## src/rtl/gpio_mmio_pkg.sv

```systemverilog
package gpio_mmio_pkg;

  // Identifies which register an access targets after decode.
  typedef enum logic [2:0] {
    REG_NONE = 3'd0,
    REG_DAT  = 3'd1,
    REG_SET  = 3'd2,
    REG_CLR  = 3'd3,
    REG_DOUT = 3'd4,
    REG_DIN  = 3'd5
  } reg_id_e;

  localparam int BYTE_W = 8;

endpackage

```

## src/rtl/gpio_lane_swap.sv

```systemverilog
module gpio_lane_swap #(
  parameter int WIDTH = 16,
  parameter bit SWAP  = 1'b0
) (
  input  logic [WIDTH-1:0] din,
  output logic [WIDTH-1:0] dout
);
  localparam int NB = WIDTH / gpio_mmio_pkg::BYTE_W;

  // Byte k of one side maps to byte NB-1-k of the other when swapping.
  for (genvar b = 0; b < NB; b++) begin : g_lane
    if (SWAP) begin : g_rev
      assign dout[b*8 +: 8] = din[(NB-1-b)*8 +: 8];
    end else begin : g_id
      assign dout[b*8 +: 8] = din[b*8 +: 8];
    end
  end
endmodule

```

## src/rtl/gpio_addr_decode.sv

```systemverilog
module gpio_addr_decode
  import gpio_mmio_pkg::*;
#(
  parameter int ADDR_W     = 4,
  parameter bit HAS_DAT    = 1'b1,
  parameter bit HAS_SET    = 1'b1,
  parameter bit HAS_CLR    = 1'b1,
  parameter bit HAS_DIROUT = 1'b1,
  parameter bit HAS_DIRIN  = 1'b1,
  parameter int OFF_DAT    = 0,
  parameter int OFF_SET    = 1,
  parameter int OFF_CLR    = 2,
  parameter int OFF_DIROUT = 3,
  parameter int OFF_DIRIN  = 4
) (
  input  logic [ADDR_W-1:0] addr,
  output reg_id_e           reg_id
);
  localparam logic [ADDR_W-1:0] A_DAT  = ADDR_W'(OFF_DAT);
  localparam logic [ADDR_W-1:0] A_SET  = ADDR_W'(OFF_SET);
  localparam logic [ADDR_W-1:0] A_CLR  = ADDR_W'(OFF_CLR);
  localparam logic [ADDR_W-1:0] A_DOUT = ADDR_W'(OFF_DIROUT);
  localparam logic [ADDR_W-1:0] A_DIN  = ADDR_W'(OFF_DIRIN);

  always_comb begin
    reg_id = REG_NONE;
    if (HAS_DAT    && addr == A_DAT)  reg_id = REG_DAT;
    if (HAS_SET    && addr == A_SET)  reg_id = REG_SET;
    if (HAS_CLR    && addr == A_CLR)  reg_id = REG_CLR;
    if (HAS_DIROUT && addr == A_DOUT) reg_id = REG_DOUT;
    if (HAS_DIRIN  && addr == A_DIN)  reg_id = REG_DIN;
  end
endmodule

```

## src/rtl/gpio_in_sync.sv

```systemverilog
module gpio_in_sync #(
  parameter int WIDTH = 16
) (
  input  logic             clk,
  input  logic             rst_n,
  input  logic [WIDTH-1:0] pins,
  output logic [WIDTH-1:0] pins_sync
);
  logic [WIDTH-1:0] stage1_q;
  logic [WIDTH-1:0] stage2_q;
  logic [1:0]       warm_q;
  logic [1:0]       warm_d;

  always_comb begin
    warm_d = (warm_q == 2'd3) ? warm_q : warm_q + 2'd1;
  end

  always_ff @(posedge clk or negedge rst_n) begin
    if (!rst_n) begin
      stage1_q <= '0;
      stage2_q <= '0;
      warm_q   <= '0;
    end else begin
      stage1_q <= pins;
      stage2_q <= stage1_q;
      warm_q   <= warm_d;
    end
  end

  assign pins_sync = stage2_q;

  // two edges from pin to synchronised value
  assert_sync_lat_R3: assert property (@(posedge clk) disable iff (!rst_n)
    (warm_q == 2'd3) |-> (pins_sync == $past(pins, 2)));
endmodule

```

## src/rtl/gpio_line_state.sv

```systemverilog
module gpio_line_state
  import gpio_mmio_pkg::*;
#(
  parameter int WIDTH     = 16,
  parameter bit HAS_SET   = 1'b1,
  parameter bit HAS_CLR   = 1'b1,
  parameter bit NO_OUTPUT = 1'b0
) (
  input  logic             clk,
  input  logic             rst_n,
  input  logic             wr_en,
  input  reg_id_e          wr_id,
  input  logic [WIDTH-1:0] wr_data,
  output logic [WIDTH-1:0] out_q,
  output logic [WIDTH-1:0] oe_q
);
  logic [WIDTH-1:0] out_d;
  logic [WIDTH-1:0] oe_d;
  logic             out_en;
  logic             oe_en;
  logic             drive_ok;

  assign drive_ok = wr_en && !NO_OUTPUT;

  // Next-state for the output value and the direction.
  always_comb begin
    out_d  = out_q;
    oe_d   = oe_q;
    out_en = 1'b0;
    oe_en  = 1'b0;
    if (drive_ok) begin
      unique case (wr_id)
        REG_DAT: begin
          if (!HAS_SET) begin
            out_d  = wr_data;
            out_en = 1'b1;
          end
        end
        REG_SET: begin
          out_d  = HAS_CLR ? (out_q | wr_data) : wr_data;
          out_en = 1'b1;
        end
        REG_CLR: begin
          out_d  = out_q & ~wr_data;
          out_en = 1'b1;
        end
        REG_DOUT: begin
          oe_d  = wr_data;
          oe_en = 1'b1;
        end
        REG_DIN: begin
          oe_d  = ~wr_data;
          oe_en = 1'b1;
        end
        default: ;
      endcase
    end
  end

  always_ff @(posedge clk or negedge rst_n) begin
    if (!rst_n) begin
      out_q <= '0;
      oe_q  <= '0;
    end else begin
      if (out_en) out_q <= out_d;
      if (oe_en)  oe_q  <= oe_d;
    end
  end

  // set write raises its 1 bits
  assert_set_raises_R4: assert property (@(posedge clk) disable iff (!rst_n)
    (drive_ok && wr_id == REG_SET && HAS_CLR) |=>
      ((out_q & $past(wr_data)) == $past(wr_data)));
  // set write leaves its 0 bits alone
  assert_set_keeps_R4: assert property (@(posedge clk) disable iff (!rst_n)
    (drive_ok && wr_id == REG_SET && HAS_CLR) |=>
      (((out_q ^ $past(out_q)) & ~$past(wr_data)) == '0));
  // clear write lowers its 1 bits and keeps the rest
  assert_clr_lowers_R5: assert property (@(posedge clk) disable iff (!rst_n)
    (drive_ok && wr_id == REG_CLR) |=>
      ((out_q & $past(wr_data)) == '0) &&
      (((out_q ^ $past(out_q)) & ~$past(wr_data)) == '0));
  // without a clear register the set write loads everything
  assert_set_loads_R6: assert property (@(posedge clk) disable iff (!rst_n)
    (drive_ok && wr_id == REG_SET && !HAS_CLR) |=> (out_q == $past(wr_data)));
  // output-direction polarity
  assert_dirout_R8: assert property (@(posedge clk) disable iff (!rst_n)
    (drive_ok && wr_id == REG_DOUT) |=> (oe_q == $past(wr_data)));
  // input-direction polarity is inverted
  assert_dirin_R9: assert property (@(posedge clk) disable iff (!rst_n)
    (drive_ok && wr_id == REG_DIN) |=> (oe_q == ~$past(wr_data)));
  // no write, no change
  assert_hold_R14: assert property (@(posedge clk) disable iff (!rst_n)
    !wr_en |=> ($stable(out_q) && $stable(oe_q)));
  // a no-output build never drives
  assert_quiet_R10: assert property (@(posedge clk) disable iff (!rst_n)
    NO_OUTPUT |-> (oe_q == '0 && out_q == '0));
endmodule

```

## src/rtl/gpio_mmio_ctrl.sv

```systemverilog
module gpio_mmio_ctrl
  import gpio_mmio_pkg::*;
#(
  parameter int WIDTH      = 16,
  parameter int ADDR_W     = 4,
  parameter bit HAS_DAT    = 1'b1,
  parameter bit HAS_SET    = 1'b1,
  parameter bit HAS_CLR    = 1'b1,
  parameter bit HAS_DIROUT = 1'b1,
  parameter bit HAS_DIRIN  = 1'b1,
  parameter int OFF_DAT    = 0,
  parameter int OFF_SET    = 1,
  parameter int OFF_CLR    = 2,
  parameter int OFF_DIROUT = 3,
  parameter int OFF_DIRIN  = 4,
  parameter bit NO_OUTPUT  = 1'b0,
  parameter bit BIG_ENDIAN = 1'b0
) (
  input  logic              clk,
  input  logic              rst_n,
  input  logic              bus_sel,
  input  logic              bus_wr,
  input  logic [ADDR_W-1:0] bus_addr,
  input  logic [WIDTH-1:0]  bus_wdata,
  output logic [WIDTH-1:0]  bus_rdata,
  input  logic [WIDTH-1:0]  gpio_in,
  output logic [WIDTH-1:0]  gpio_out,
  output logic [WIDTH-1:0]  gpio_oe
);
  reg_id_e          acc_id;
  logic [WIDTH-1:0] wr_reg;
  logic [WIDTH-1:0] rd_reg;
  logic [WIDTH-1:0] rd_bus;
  logic [WIDTH-1:0] out_q;
  logic [WIDTH-1:0] oe_q;
  logic [WIDTH-1:0] pins_sync;
  logic             wr_en;

  gpio_addr_decode #(
    .ADDR_W(ADDR_W), .HAS_DAT(HAS_DAT), .HAS_SET(HAS_SET), .HAS_CLR(HAS_CLR),
    .HAS_DIROUT(HAS_DIROUT), .HAS_DIRIN(HAS_DIRIN), .OFF_DAT(OFF_DAT),
    .OFF_SET(OFF_SET), .OFF_CLR(OFF_CLR), .OFF_DIROUT(OFF_DIROUT),
    .OFF_DIRIN(OFF_DIRIN)
  ) u_dec (
    .addr   (bus_addr),
    .reg_id (acc_id)
  );

  gpio_lane_swap #(.WIDTH(WIDTH), .SWAP(BIG_ENDIAN)) u_wswap (
    .din  (bus_wdata),
    .dout (wr_reg)
  );

  assign wr_en = bus_sel && bus_wr && (acc_id != REG_NONE);

  gpio_line_state #(
    .WIDTH(WIDTH), .HAS_SET(HAS_SET), .HAS_CLR(HAS_CLR), .NO_OUTPUT(NO_OUTPUT)
  ) u_state (
    .clk     (clk),
    .rst_n   (rst_n),
    .wr_en   (wr_en),
    .wr_id   (acc_id),
    .wr_data (wr_reg),
    .out_q   (out_q),
    .oe_q    (oe_q)
  );

  gpio_in_sync #(.WIDTH(WIDTH)) u_sync (
    .clk       (clk),
    .rst_n     (rst_n),
    .pins      (gpio_in),
    .pins_sync (pins_sync)
  );

  // Readback in register byte order.
  always_comb begin
    unique case (acc_id)
      REG_DAT:          rd_reg = (out_q & oe_q) | (pins_sync & ~oe_q);
      REG_SET, REG_CLR: rd_reg = out_q;
      REG_DOUT:         rd_reg = oe_q;
      REG_DIN:          rd_reg = ~oe_q;
      default:          rd_reg = '0;
    endcase
  end

  gpio_lane_swap #(.WIDTH(WIDTH), .SWAP(BIG_ENDIAN)) u_rswap (
    .din  (rd_reg),
    .dout (rd_bus)
  );

  assign bus_rdata = (bus_sel && !bus_wr) ? rd_bus : '0;
  assign gpio_out  = out_q;
  assign gpio_oe   = oe_q;

  initial begin
    assert_width_bytes_R11: assert (WIDTH % 8 == 0 && WIDTH > 0);
  end
endmodule

```

## config.mk

```make
export PLATFORM = sky130hd
export DESIGN_NAME = gpio_mmio_ctrl
export DESIGN_NICKNAME = d
export VERILOG_FILES = /design/src/rtl/gpio_mmio_pkg.sv /design/src/rtl/gpio_lane_swap.sv /design/src/rtl/gpio_addr_decode.sv /design/src/rtl/gpio_in_sync.sv /design/src/rtl/gpio_line_state.sv /design/src/rtl/gpio_mmio_ctrl.sv
export SDC_FILE = /design/constraint.sdc
export NUM_CORES = 1
export LEC_CHECK = 0
export BUFFER_PORTS_ARGS = -buffer_cell sky130_fd_sc_hd__buf_2
export CAP_MARGIN = 10
export CORE_MARGIN = 2
export CORE_UTILIZATION = 49
export CTS_BUF_LIST = sky130_fd_sc_hd__clkbuf_4 sky130_fd_sc_hd__clkbuf_8
export DETAILED_ROUTE_END_ITERATION = 8
export GPL_TIMING_DRIVEN = 1
export HOLD_SLACK_MARGIN = 0.12
export PLACE_DENSITY = 0.78
export SLEW_MARGIN = 20
export SYNTH_ARGS = -nofsm -noshare
export SYNTH_HDL_FRONTEND = slang
export SYNTH_SLANG_ARGS = --single-unit
```

## constraint.sdc

```tcl
create_clock -name clk -period 1.22 [get_ports clk]
set_input_delay 0.061 -clock clk [delete_from_list [all_inputs] [get_ports clk]]
set_output_delay 0.061 -clock clk [all_outputs]
set_load 0.005 [all_outputs]
```

==> results_dict.tcl <==
set metrics [dict create \
    grt_pass1_wl_mm 15.2 \
    antenna_left 0 \
    die_height_um 85.7 \
    intPower_uw 5120 \
    power.switching_uw 2000 \
    end_kind "output pin" \
    design_area_um2 4840 \
    clkLatencyLatePin_ns 0.34 \
    place_area_um2 4070 \
    maxSlewHeadroom 0.777 \
    setup_tns_ns -3.71 \
    die_x_um 85.7 \
    synth_compound_area_frac 0.114 \
    synth_nets 332 \
    synthDistinctLibCells 35 \
    utilization 0.758 \
    p_per_area_nw_per_um2 1470 \
    violations "setup timing" \
    switching_share 0.281 \
    wl_per_cell_um 18.0 \
    die_area_um2 7350 \
    hp-class "in2reg" \
    port_buffers 87 \
    clk_path_buf_depth 2 \
    cts_root_buf "clkbuf_8" \
    finalSetupViolations 16 \
    fmax_mhz 582 \
    ys_warn_count 0 \
    rows 29 \
    synthAdderAreaFrac 0 \
    pin_count 88 \
    min_period_ns 1.72 \
    cp_data_arrival_time_ns 1.66 \
    num-nets-final 484 \
    core_um2 6390 \
    critPathRequiredTime_ns 1.16 \
    cts_made_buffers 9 \
    worst_pin_slew_ns 0.333 \
    finalHoldViolations 0 \
    drv_cap 0 \
    path_cells "or3_1 -> or3_1 -> a31oi_1 -> buf_2" \
    clk_pin_slew_ns 0.08 \
    start_util 0.512 \
    cts_max_level 3 \
    rsz0062_at_grt "true" \
    fin_skew_ns 0.00349 \
    fin_ws_ns -0.500 \
    dr.first_iter.drc_count 240 \
    drt_first_pass_iters 4 \
    peakVddDrop_mv 1.30 \
    seqPwrFrac 0.395 \
    grt.total_usage 0.269 \
    ys_seq_area_frac 0.489 \
    clkPwrFrac 0.322 \
    slowest_delay_ns 0.38 \
    crit_type "reg2out" \
    drive_gt1_frac 0.541 \
    synth_top_family_by_area "simple AND/OR/NAND/NOR gates" \
    vias_per_cell 5.68 \
    dr_total_vias 2986 \
    slew_viol_final 0 \
    ys_seq_elements 64 \
    grt_max_degree 65 \
    gp_congestion 0.844 \
    cpMostUsedCell "or3_1" \
    power_frac_comb 0.283 \
    start_kind "flip-flop" \
    cp_max_fo 2 \
    synth_mux_area_frac 0.122 \
    status "finished with violations" \
    synthesis.area_um2 3270 \
    grt_pass1_vias 3020 \
    slowest_stage "dfrtp_1" \
    p_leak_uw 0.00215 \
    diodes 0 \
    grt_overflow_total 0 \
    drc_errors 0 \
    routed_wl_mm 9.45 \
    fin_crit_sh 1.41 \
    holdWs_ns 0.120 \
    synthXorXnorAreaFrac 0.0478 \
    cts.sinks 64 \
    cts_tree "done" \
    synthSimpleGateAreaFrac 0.180 \
    syn_inst 292 \
    hpwl_mm 5.83 \
    antenna_found_initial 0 \
    synthToLayoutAreaGrowth_pct 48.0 \
    synth_area_per_cell_um2 11.2 \
    post-place-ws_ns -0.265 \
]
==> cells in the final DEF, fill, tap and decap left out, types with 12 or more instances in the layout <==
cell type / n
buf_2: 85
dfrtp_1: 64
buf_4: 47
dlygate4sd3_1: 22
mux2_2: 17
nand3_1: 16
xor2_1: 16
nand3b_1: 15
mux2_4: 15
or3_1: 12
nor2_1: 12
o21a_1: 12
==> path summary, 6_finish.rpt <==
| path | cells past startpoint | to | slack [ns] | start |
|---|---|---|---|---|
| worst min-delay path | 3 | u_state.oe_q[7] | 0.12 | bus_wdata[7] |
| min in group asynchronous | 3 | u_sync.pins_sync[7] | 0.24 | rst_n |
| worst min register to register | 0 | u_sync.pins_sync[14] | 0.35 | u_sync.stage1_q[14] |
| worst max-delay path | 4 | bus_rdata[14] | -0.50 | u_state.oe_q[14] |
| worst max register to register | 3 | u_state.oe_q[5] | 0.19 | u_state.oe_q[5] |
| max in group asynchronous | 3 | asynchronous set/reset pin | 0.71 | rst_n |
==> layer usage <==
metal,up-vias,global-route usage,share of wire
li1,1359,-,-
met1,1461,0.354,0.42
met2,140,0.446,0.49
met3,26,0.0558,0.064
met4,0,0.0909,0.026
met5,-,0,0
==> final cells by class <==
class	count	area, um2
Multi-Input combinational cell	200	1730
Inverter	3	11.3
Tap cell	77	96.3
Sequential cell	64	1600
Clock inverter	6	115
Clock buffer	10	138
Fill cell	412	1540
Timing Repair Buffer	166	1150
==> synthesized netlist by cell type <==
cell       number  area [um2]
nor2_2          1        6.26
mux2_4         10         150
a21oi_1        15        75.1
or3_1          14        87.6
mux2_2         22         248
o21a_1         12        90.1
o21ai_0         1        5.00
buf_2           3        15.0
nor4b_1         1        8.76
nor3b_1         4        30.0
or3_4           1        11.3
a21oi_4         1        16.3
and2_1          1        6.26
or4b_2          1        10.0
inv_1           3        11.3
xor2_1         16         140
or3b_4          1        11.3
or2_2          13        81.3
o211ai_1        3        22.5
clkbuf_1       15        56.3
a31oi_1         1        6.26
o21bai_1        3        22.5
o2111ai_1      12         105
nand2_1         2        7.51
nand3_1        16        80.1
buf_4           4        30.0
nor2_1         13        48.8
xnor2_2         1        16.3
o32a_1          3        30.0
nand3b_1       15         113
dfrtp_1        64        1600
buf_12          1        20.0
nor3_1         16        80.1
buf_6           2        22.5
nand4_1         1        6.26
==> power by group through the flow <==
stage / clock, uW / combinational, uW / sequential (uW)
after floorplan: 0 / 831 / 2790
after global placement: 0 / 1460 / 2820
after detailed placement: 0 / 1520 / 2840
after CTS: 2320 / 1840 / 2790
after global routing: 2430 / 2170 / 2850
final: 2290 / 2020 / 2810
==> kinds of logic after synthesis <==
| kind of cell | Yosys count |
|---|---|
| flip-flops | 64 |
| AND/OR/NAND/NOR | 100 |
| XOR/XNOR | 17 |
| AO/OA/AOI/OAI | 51 |
| multiplexers | 32 |
| buffers and inverters | 28 |
==> through the flow <==
step	instances	total power (uW)
after floorplan	292	3620
after global placement	471	4290
after detailed placement	471	4360
after CTS	522	6950
after global routing	526	7450
final	526	7120
==> critical path, delay by kind of cell (launching register included) <==
family                 cells  cell delay [ns]
AND/OR/NAND/NOR            2             0.63
AO/OA/AOI/OAI              1             0.16
flip-flops                 1             0.38
buffers and inverters      1             0.15
==> repair_timing <==
item	4_1_cts	5_1_grt
pin swaps	30	9
endpoints found under the setup margin	16	17
hold buffers	22	0
buffers inserted	13	6
endpoints found under the hold margin	85	0
cloned	0	0
gates resized for setup	15	22
Note: power is estimated with default switching activity, not from simulation.
